File: src/rtl/uirq_pkg.sv
package uirq_pkg;
    localparam int RAW_W  = 11;
    localparam int LINE_N = 6;
    localparam int CTRL_W = 16;
    localparam int FLAG_W = 9;

    // status bit positions (decoded by software)
    localparam int B_RI  = 0;
    localparam int B_CTS = 1;
    localparam int B_DCD = 2;
    localparam int B_DSR = 3;
    localparam int B_RX  = 4;
    localparam int B_TX  = 5;
    localparam int B_RT  = 6;
    localparam int B_FE  = 7;
    localparam int B_PE  = 8;
    localparam int B_BE  = 9;
    localparam int B_OE  = 10;

    // control word fields
    localparam int C_LOOP = 7;
    localparam int C_DTR  = 10;
    localparam int C_RTS  = 11;
    localparam int C_OUT1 = 12;
    localparam int C_OUT2 = 13;
    localparam logic [CTRL_W-1:0] CTRL_RST = 16'h0300;

    // flag positions
    localparam int F_CTS = 0;
    localparam int F_DSR = 1;
    localparam int F_DCD = 2;
    localparam int F_RI  = 8;

    typedef struct packed {
        logic [CTRL_W-1:0] ctrl;
        logic [RAW_W-1:0]  mask;
        logic [RAW_W-1:0]  raw;
        logic [FLAG_W-1:0] flags;
        logic [LINE_N-1:0] lines;
    } uirq_state_t;

    function automatic logic [RAW_W-1:0] group_mask(input int line);
        logic [RAW_W-1:0] m;
        m = '0;
        case (line)
            0: m = '1;
            1: m[B_RX] = 1'b1;
            2: m[B_TX] = 1'b1;
            3: m[B_RT] = 1'b1;
            4: begin
                m[B_RI] = 1'b1; m[B_CTS] = 1'b1;
                m[B_DCD] = 1'b1; m[B_DSR] = 1'b1;
            end
            default: begin
                m[B_FE] = 1'b1; m[B_PE] = 1'b1;
                m[B_BE] = 1'b1; m[B_OE] = 1'b1;
            end
        endcase
        return m;
    endfunction
endpackage

File: src/rtl/uirq_modem_loop.sv
module uirq_modem_loop
    import uirq_pkg::*;
(
    input  logic [CTRL_W-1:0] ctrl_val,
    output logic [FLAG_W-1:0] flag_val,
    output logic [3:0]        modem_raw
);
    always_comb begin
        flag_val        = '0;
        flag_val[F_RI]  = ctrl_val[C_OUT2];
        flag_val[F_DCD] = ctrl_val[C_OUT1];
        flag_val[F_CTS] = ctrl_val[C_RTS];
        flag_val[F_DSR] = ctrl_val[C_DTR];

        modem_raw        = '0;
        modem_raw[B_DSR] = flag_val[F_DSR];
        modem_raw[B_DCD] = flag_val[F_DCD];
        modem_raw[B_CTS] = flag_val[F_CTS];
        modem_raw[B_RI]  = flag_val[F_RI];
    end
endmodule

File: src/rtl/uirq_raw_next.sv
module uirq_raw_next
    import uirq_pkg::*;
(
    input  logic [RAW_W-1:0] raw_q,
    input  logic             clr_we,
    input  logic [RAW_W-1:0] clr_wdata,
    input  logic             loop_load,
    input  logic [3:0]       modem_raw,
    input  logic [RAW_W-1:0] evt_set,
    input  logic             tx_wr,
    output logic [RAW_W-1:0] raw_d
);
    logic [RAW_W-1:0] set_vec;

    always_comb begin
        set_vec       = evt_set;
        set_vec[B_TX] = evt_set[B_TX] | tx_wr;

        raw_d = raw_q;
        if (clr_we) begin
            raw_d = raw_d & ~clr_wdata;
        end
        if (loop_load) begin
            raw_d[3:0] = modem_raw;
        end
        // events last: nothing arriving this cycle is lost
        raw_d = raw_d | set_vec;
    end
endmodule

File: src/rtl/uirq_line_fan.sv
module uirq_line_fan
    import uirq_pkg::*;
(
    input  logic [RAW_W-1:0]  masked,
    output logic [LINE_N-1:0] lines
);
    for (genvar g = 0; g < LINE_N; g++) begin : g_line
        assign lines[g] = |(masked & group_mask(g));
    end
endmodule

File: src/rtl/uart_irq_ctrl.sv
module uart_irq_ctrl
    import uirq_pkg::*;
(
    input  logic              clk,
    input  logic              rst_n,
    input  logic              ctrl_we,
    input  logic [15:0]       ctrl_wdata,
    input  logic              mask_we,
    input  logic [10:0]       mask_wdata,
    input  logic              clr_we,
    input  logic [10:0]       clr_wdata,
    input  logic              tx_wr,
    input  logic [10:0]       evt_set,
    output logic [15:0]       ctrl_rdata,
    output logic [10:0]       mask_rdata,
    output logic [10:0]       raw_rdata,
    output logic [10:0]       masked_rdata,
    output logic [8:0]        flag_rdata,
    output logic [5:0]        irq_lines
);
    uirq_state_t st_d, st_q;

    logic [FLAG_W-1:0] loop_flags;
    logic [3:0]        loop_raw;
    logic              loop_load;
    logic [RAW_W-1:0]  raw_nxt;
    logic [RAW_W-1:0]  masked_q;
    logic [LINE_N-1:0] lines_nxt;

    assign loop_load = ctrl_we & ctrl_wdata[C_LOOP];
    assign masked_q  = st_q.raw & st_q.mask;

    uirq_modem_loop u_loop (
        .ctrl_val  (ctrl_wdata),
        .flag_val  (loop_flags),
        .modem_raw (loop_raw)
    );

    uirq_raw_next u_raw (
        .raw_q     (st_q.raw),
        .clr_we    (clr_we),
        .clr_wdata (clr_wdata),
        .loop_load (loop_load),
        .modem_raw (loop_raw),
        .evt_set   (evt_set),
        .tx_wr     (tx_wr),
        .raw_d     (raw_nxt)
    );

    uirq_line_fan u_fan (
        .masked (masked_q),
        .lines  (lines_nxt)
    );

    always_comb begin
        st_d       = st_q;
        st_d.raw   = raw_nxt;
        st_d.lines = lines_nxt;
        if (ctrl_we) begin
            st_d.ctrl = ctrl_wdata;
        end
        if (loop_load) begin
            st_d.flags = loop_flags;
        end
        if (mask_we) begin
            st_d.mask = mask_wdata;
        end
    end

    always_ff @(posedge clk) begin
        if (!rst_n) begin
            st_q.ctrl  <= CTRL_RST;
            st_q.mask  <= '0;
            st_q.raw   <= '0;
            st_q.flags <= '0;
            st_q.lines <= '0;
        end else begin
            st_q <= st_d;
        end
    end

    assign ctrl_rdata   = st_q.ctrl;
    assign mask_rdata   = st_q.mask;
    assign raw_rdata    = st_q.raw;
    assign masked_rdata = masked_q;
    assign flag_rdata   = st_q.flags;
    assign irq_lines    = st_q.lines;
endmodule

File: config.mk
export PLATFORM = sky130hd
export DESIGN_NAME = uart_irq_ctrl
export DESIGN_NICKNAME = d
export VERILOG_FILES = /design/src/rtl/uirq_pkg.sv /design/src/rtl/uirq_modem_loop.sv /design/src/rtl/uirq_raw_next.sv /design/src/rtl/uirq_line_fan.sv /design/src/rtl/uart_irq_ctrl.sv
export SDC_FILE = /design/constraint.sdc
export NUM_CORES = 1
export LEC_CHECK = 0
export BUFFER_PORTS_ARGS = -buffer_cell sky130_fd_sc_hd__buf_4
export CAP_MARGIN = 40
export CORE_MARGIN = 1
export CORE_UTILIZATION = 35
export DETAILED_ROUTE_END_ITERATION = 6
export PLACE_DENSITY_LB_ADDON = 0.3
export SETUP_SLACK_MARGIN = 0.2
export SLEW_MARGIN = 25
export SYNTH_ARGS = -nofsm -noshare
export SYNTH_HDL_FRONTEND = slang
export SYNTH_SLANG_ARGS = --single-unit
File: constraint.sdc
create_clock -name clk -period 1.7 [get_ports clk]
set_clock_uncertainty 0.2 [all_clocks]
set_input_delay 0 -clock clk [delete_from_list [all_inputs] [get_ports clk]]
set_output_delay 0 -clock clk [all_outputs]
set_load 0.02 [all_outputs]
Word level (Yosys, flattened, before mapping)
Cells that the tools add are included.
- register bits: 48
- bits of input ports: 55
- output and inout port bits: 64
- word-level logic and storage cells: 16
- muxes and demuxes: 2
- bitwise logic cells: 6
- reduce and logical (&&, ||, !) cells: 3
- operators by type and width (cell ; number):
    $and 11x11->11 ; 2
    $mux 11 ; 1
    $not 11->11 ; 1
    $or 11x11->11 ; 1
    $reduce_or 11->1 ; 1
    $reduce_or 4->1 ; 2
    $mux 4 ; 1
    $and 1x1->1 ; 1
    $or 1x1->1 ; 1

Logic depth before layout (Yosys ltp)
- word-level depth: 5
- gate-level depth with buffers: 5
- gate-level depth less buffers: 3

Hierarchy
A second synthesis with hierarchy kept.
- cell total of the unflattened synthesis: 224
- area total of the unflattened synthesis: 2287.2 µm²
- by module, submodules not included (module ; times used ; cells each ; area an instance (µm²)):
    uart_irq_ctrl ; 1 ; 176 ; 1958.1
    uirq_raw_next ; 1 ; 27 ; 173.9
    uirq_modem_loop ; 1 ; 14 ; 101.3
    uirq_line_fan ; 1 ; 7 ; 53.8

Worst setup path after synthesis
No wires, ideal clock.
- path type: flip-flop to flip-flop
- start: reg st_q, in the netlist raw_rdata[1]
- end: reg st_q, in the netlist irq_lines[0]
- setup time: 0.125 ns
- data arrival time: 1.500 ns
- slack: -0.125 ns
- cell stages (with the launch flop): 4
- path through: dfxtp_1 > and2_1 > or4_4 > o41a_1
- longest elaborated chain between the ends: 2
- RTL lines (element ; RTL line ; RTL):
    start, declared ; uart_irq_ctrl.sv:21 ; uirq_state_t st_d, st_q;
    start signal, assigned ; uart_irq_ctrl.sv:78 ; st_q <= st_d;
    $and 11x11->11 ; uart_irq_ctrl.sv:31 ; assign masked_q = st_q.raw & st_q.mask;
    net masked_rdata[1] ; uart_irq_ctrl.sv:17 ; output logic [10:0] masked_rdata,
    $reduce_or 11->1 ; uirq_line_fan.sv:8 ; assign lines[g] = |(masked & group_mask(g));
The timed path passes the listed nets, and every way through them passes these cells.
A chain may end at the register's enable or synchronous reset.

Worst setup path in the final report
- start: reg st_q, in the netlist raw_rdata[3]
- end: reg st_q, in the netlist irq_lines[0]
- longest elaborated chain between the ends: 2
- RTL lines (element ; RTL line):
    $and 11x11->11 ; uart_irq_ctrl.sv:31
    $reduce_or 11->1 ; uirq_line_fan.sv:8
No other way between the ends.

==> metrics.md <==
| Metric | Value |
|---|---|
| Status | complete, but fails checks |
| Violated checks | hold timing |
| CP Class | register to register |
| Multi-input gate area | 881 um2 |
| CP max FO | 2 |
| Drt wl/cell | 14.0 um |
| FP Rows | 26 |
| Setup violations, final | 0 |
| Final min period | 1.68 ns |
| Worst path bufs/invs | 0 |
| TritonRoute pass-1 iters | 4 |
| Setup crit end kind | register |
| Critical R2R Capture | irq_lines[0] |
| Final hold vios | 34 |
| GPL Wtd Cong | 0.772 |
| Max cap viols | 0 |
| Leakage | 1.81 nW |
| Warnings from Yosys | 0 |
| Area grow syn2layout | 96.8% |
| RSZ-0062 raised after global routing | yes |
| Clk sinks | 48 |
| Wire length of the first global-routing pass | 9.52 mm |
| Longest Clk Path Bufs | 2 |
| H-tree depth | 2 |
| Setup ws final | 0.0213 ns |
| Synthesis-stage register bit count | 48 |
| Slowest CP cell | or4_4 |
| Leading cell type in the layout, fill and taps excluded | buf_4 |
| Vias in the first global route | 2057 |
| Most frequent cells in the layout | buf_4 (121), dlygate4sd3_1 (78), dfxtp_1 (38), nor2b_1 (30), mux2i_1 (25) |
| Arr. time, crit path | 1.67 ns |
| Largest net degree at the start of global routing | 49 |
| Root Driver | clkbuf_8 |
| CTS Buf Count | 5 |
| Port bufs | 113 |
| Reg-to-reg slack, setup | 0.02 ns |
| Period Utilization, post-route | 98.7% |
| All-Layer GR Usage | 22.8% |
| Largest delay share family, worst path | simple AND/OR/NAND/NOR gates |
| Drt total wl | 6.38 mm |
| Cell variety after synth | 21 |
| DR DRC count | 0 |
| Initial antenna violation count | 0 |
| Overall power | 2.63 mW |
| Worst hold slack | -0.136 ns |
| Remaining Overflow, GRT | 0 |
| Reg2reg start | raw_rdata[3] |
| Die area | 5730 um2 |
| Worst path max stage delay | 0.53 ns |
| HPWL after DPL | 3.50 mm |
| Peak supply drop | 0.357 mV |
| Min-Delay Endpoint | ctrl_rdata[8] |
| Diode count | 0 |
| CTS tree | done |
| FF-to-FF path depth | 3 |
| Via/cell ratio | 4.43 |
| Critical-path cell list | and2_4 > or4_4 > o41a_1 |
| Layout cells sized above 1 | 39.5% |
| Placement Setup Slack | -0.00996 ns |
| Mapped Cells | 191 |
| Req. time, crit path | 1.69 ns |
| Initial DRC count | 22 |
| Yosys top cell area share | 50.6% |
| Cell taking the most area after synthesis | dfxtp_1 |
| Routed vias | 2017 |
| Fillers | 389 |
| Clk pin slew, worst setup/hold paths | 0.08 ns |
| Power density over cell area | 704 nW/um2 |
| Hold_sp | rst_n |
| Io pins | 119 |
| Initial Util | 36.7% |
| Mapped Area | 1900 um2 |
| Startpoint Class | register |
| Seq/Total Area, Yosys | 50.6% |
| Slew Limit Fails | 0 |
| Hold depth | 2 |
| Chip Width | 75.7 um |
| Synth area leaders | dfxtp_1 (51%), mux2i_1 (14%), nor2b_1 (9.9%) |
| ANT nets after route | 0 |
| Core area | 5170 um2 |
| Register area | 978 um2 |
| Die Height | 75.7 um |
| Fin nets | 439 |
| Syn Area/Cell | 9.95 um2 |
| Clk_lat worst skew | 0.30 ns |
| Worst min-delay path class | input pin to register |
| Hold-fix buffers, CTS | 82 |
| Max Clk Rate | 596 MHz |
==> logic make-up after synthesis <==
group,Yosys count,synth area share [%]
other cells,1,0.197
flops,48,50.6
buf+inv,18,5.33
simple gates,76,22.6
mux,26,13.7
compound gates,22,7.64
==> registers in the layout, summed over array words and instances (netlist names) <==
| register | count |
|---|---|
| mask_rdata | 11 |
| raw_rdata | 11 |
| ctrl_rdata | 16 |
| irq_lines | 6 |
| flag_rdata | 4 |
==> cell type report <==
class,instances,area share (%)
clock buffer,6,2.21
multi-input combinational,129,23.5
timing repair buffer,200,45.5
clock inverter,2,0.268
tap,70,2.34
sequential,48,26.2
==> stage by stage <==
stage	utilization (%)	setup TNS, ns	instance area [um2]	instances	hold WS [ns]
after floorplan	-	-0.0692	1940	195	-0.0715
after global placement	54.5	0	2820	366	0.0218
after detailed placement	54.5	-0.00996	2820	366	0.0232
after CTS	72.4	0	3750	457	-0.135
after global routing	72.3	-0.0197	3740	455	-0.112
final	72.3	0	3740	455	-0.136
==> power by group <==
| part | internal [mW] | total [mW] | switching (mW) |
|---|---|---|---|
| clock | 0.325 | 0.697 | 0.372 |
| sequential | 1.19 | 1.24 | 0.0416 |
| combinational | 0.407 | 0.699 | 0.292 |
| total | 1.93 | 2.63 | 0.706 |
==> per-layer routing <==
layer / routed length, um / global-route usage (%)
met1: 2440 / 24.5
met2: 3270 / 41.3
met3: 543 / 7.94
met4: 122 / 8.23
met5: 0 / 0
==> worst reg2reg max path: cells and delay by family (launching register included) <==
family,cells,cell delay [ns]
and+or+nand+nor,2,0.66
AOI/OAI and AO/OA,1,0.37
DFF,1,0.35
==> timing repair <==
action / 4_1_cts / 5_1_grt
gates resized for setup: 1 / 10
buffers inserted: 1 / 1
endpoints found under the hold margin: 45 / 27
pin swaps: 3 / 1
setup endpoints to repair: 2 / 9
cloned: 0 / 0
==> synth_stat cells <==
master     n
clkbuf_1   7
mux2i_1   26
buf_4      8
o41a_1     1
and2_1    12
nand2b_1   1
nor2b_1   30
conb_1     1
o31a_1     1
nand2_1   21
buf_2      3
and2_4     2
a21boi_1   1
a21oi_1   10
or4_4      1
nand3_1    4
or4_1      1
and3_1     3
or2_2      1
dfxtp_1   48
a21boi_0   9
==> worst max path at each step <==
stage / to / start / depth (start not counted)
floorplan: irq_lines[0] / raw_rdata[1] / 3
CTS: irq_lines[0] / raw_rdata[3] / 3
global placement: irq_lines[0] / raw_rdata[1] / 3
global route: irq_lines[0] / mask_rdata[3] / 3
finish: irq_lines[0] / raw_rdata[3] / 3
detailed placement: irq_lines[0] / raw_rdata[1] / 3
(Power assumes the default switching activity.)
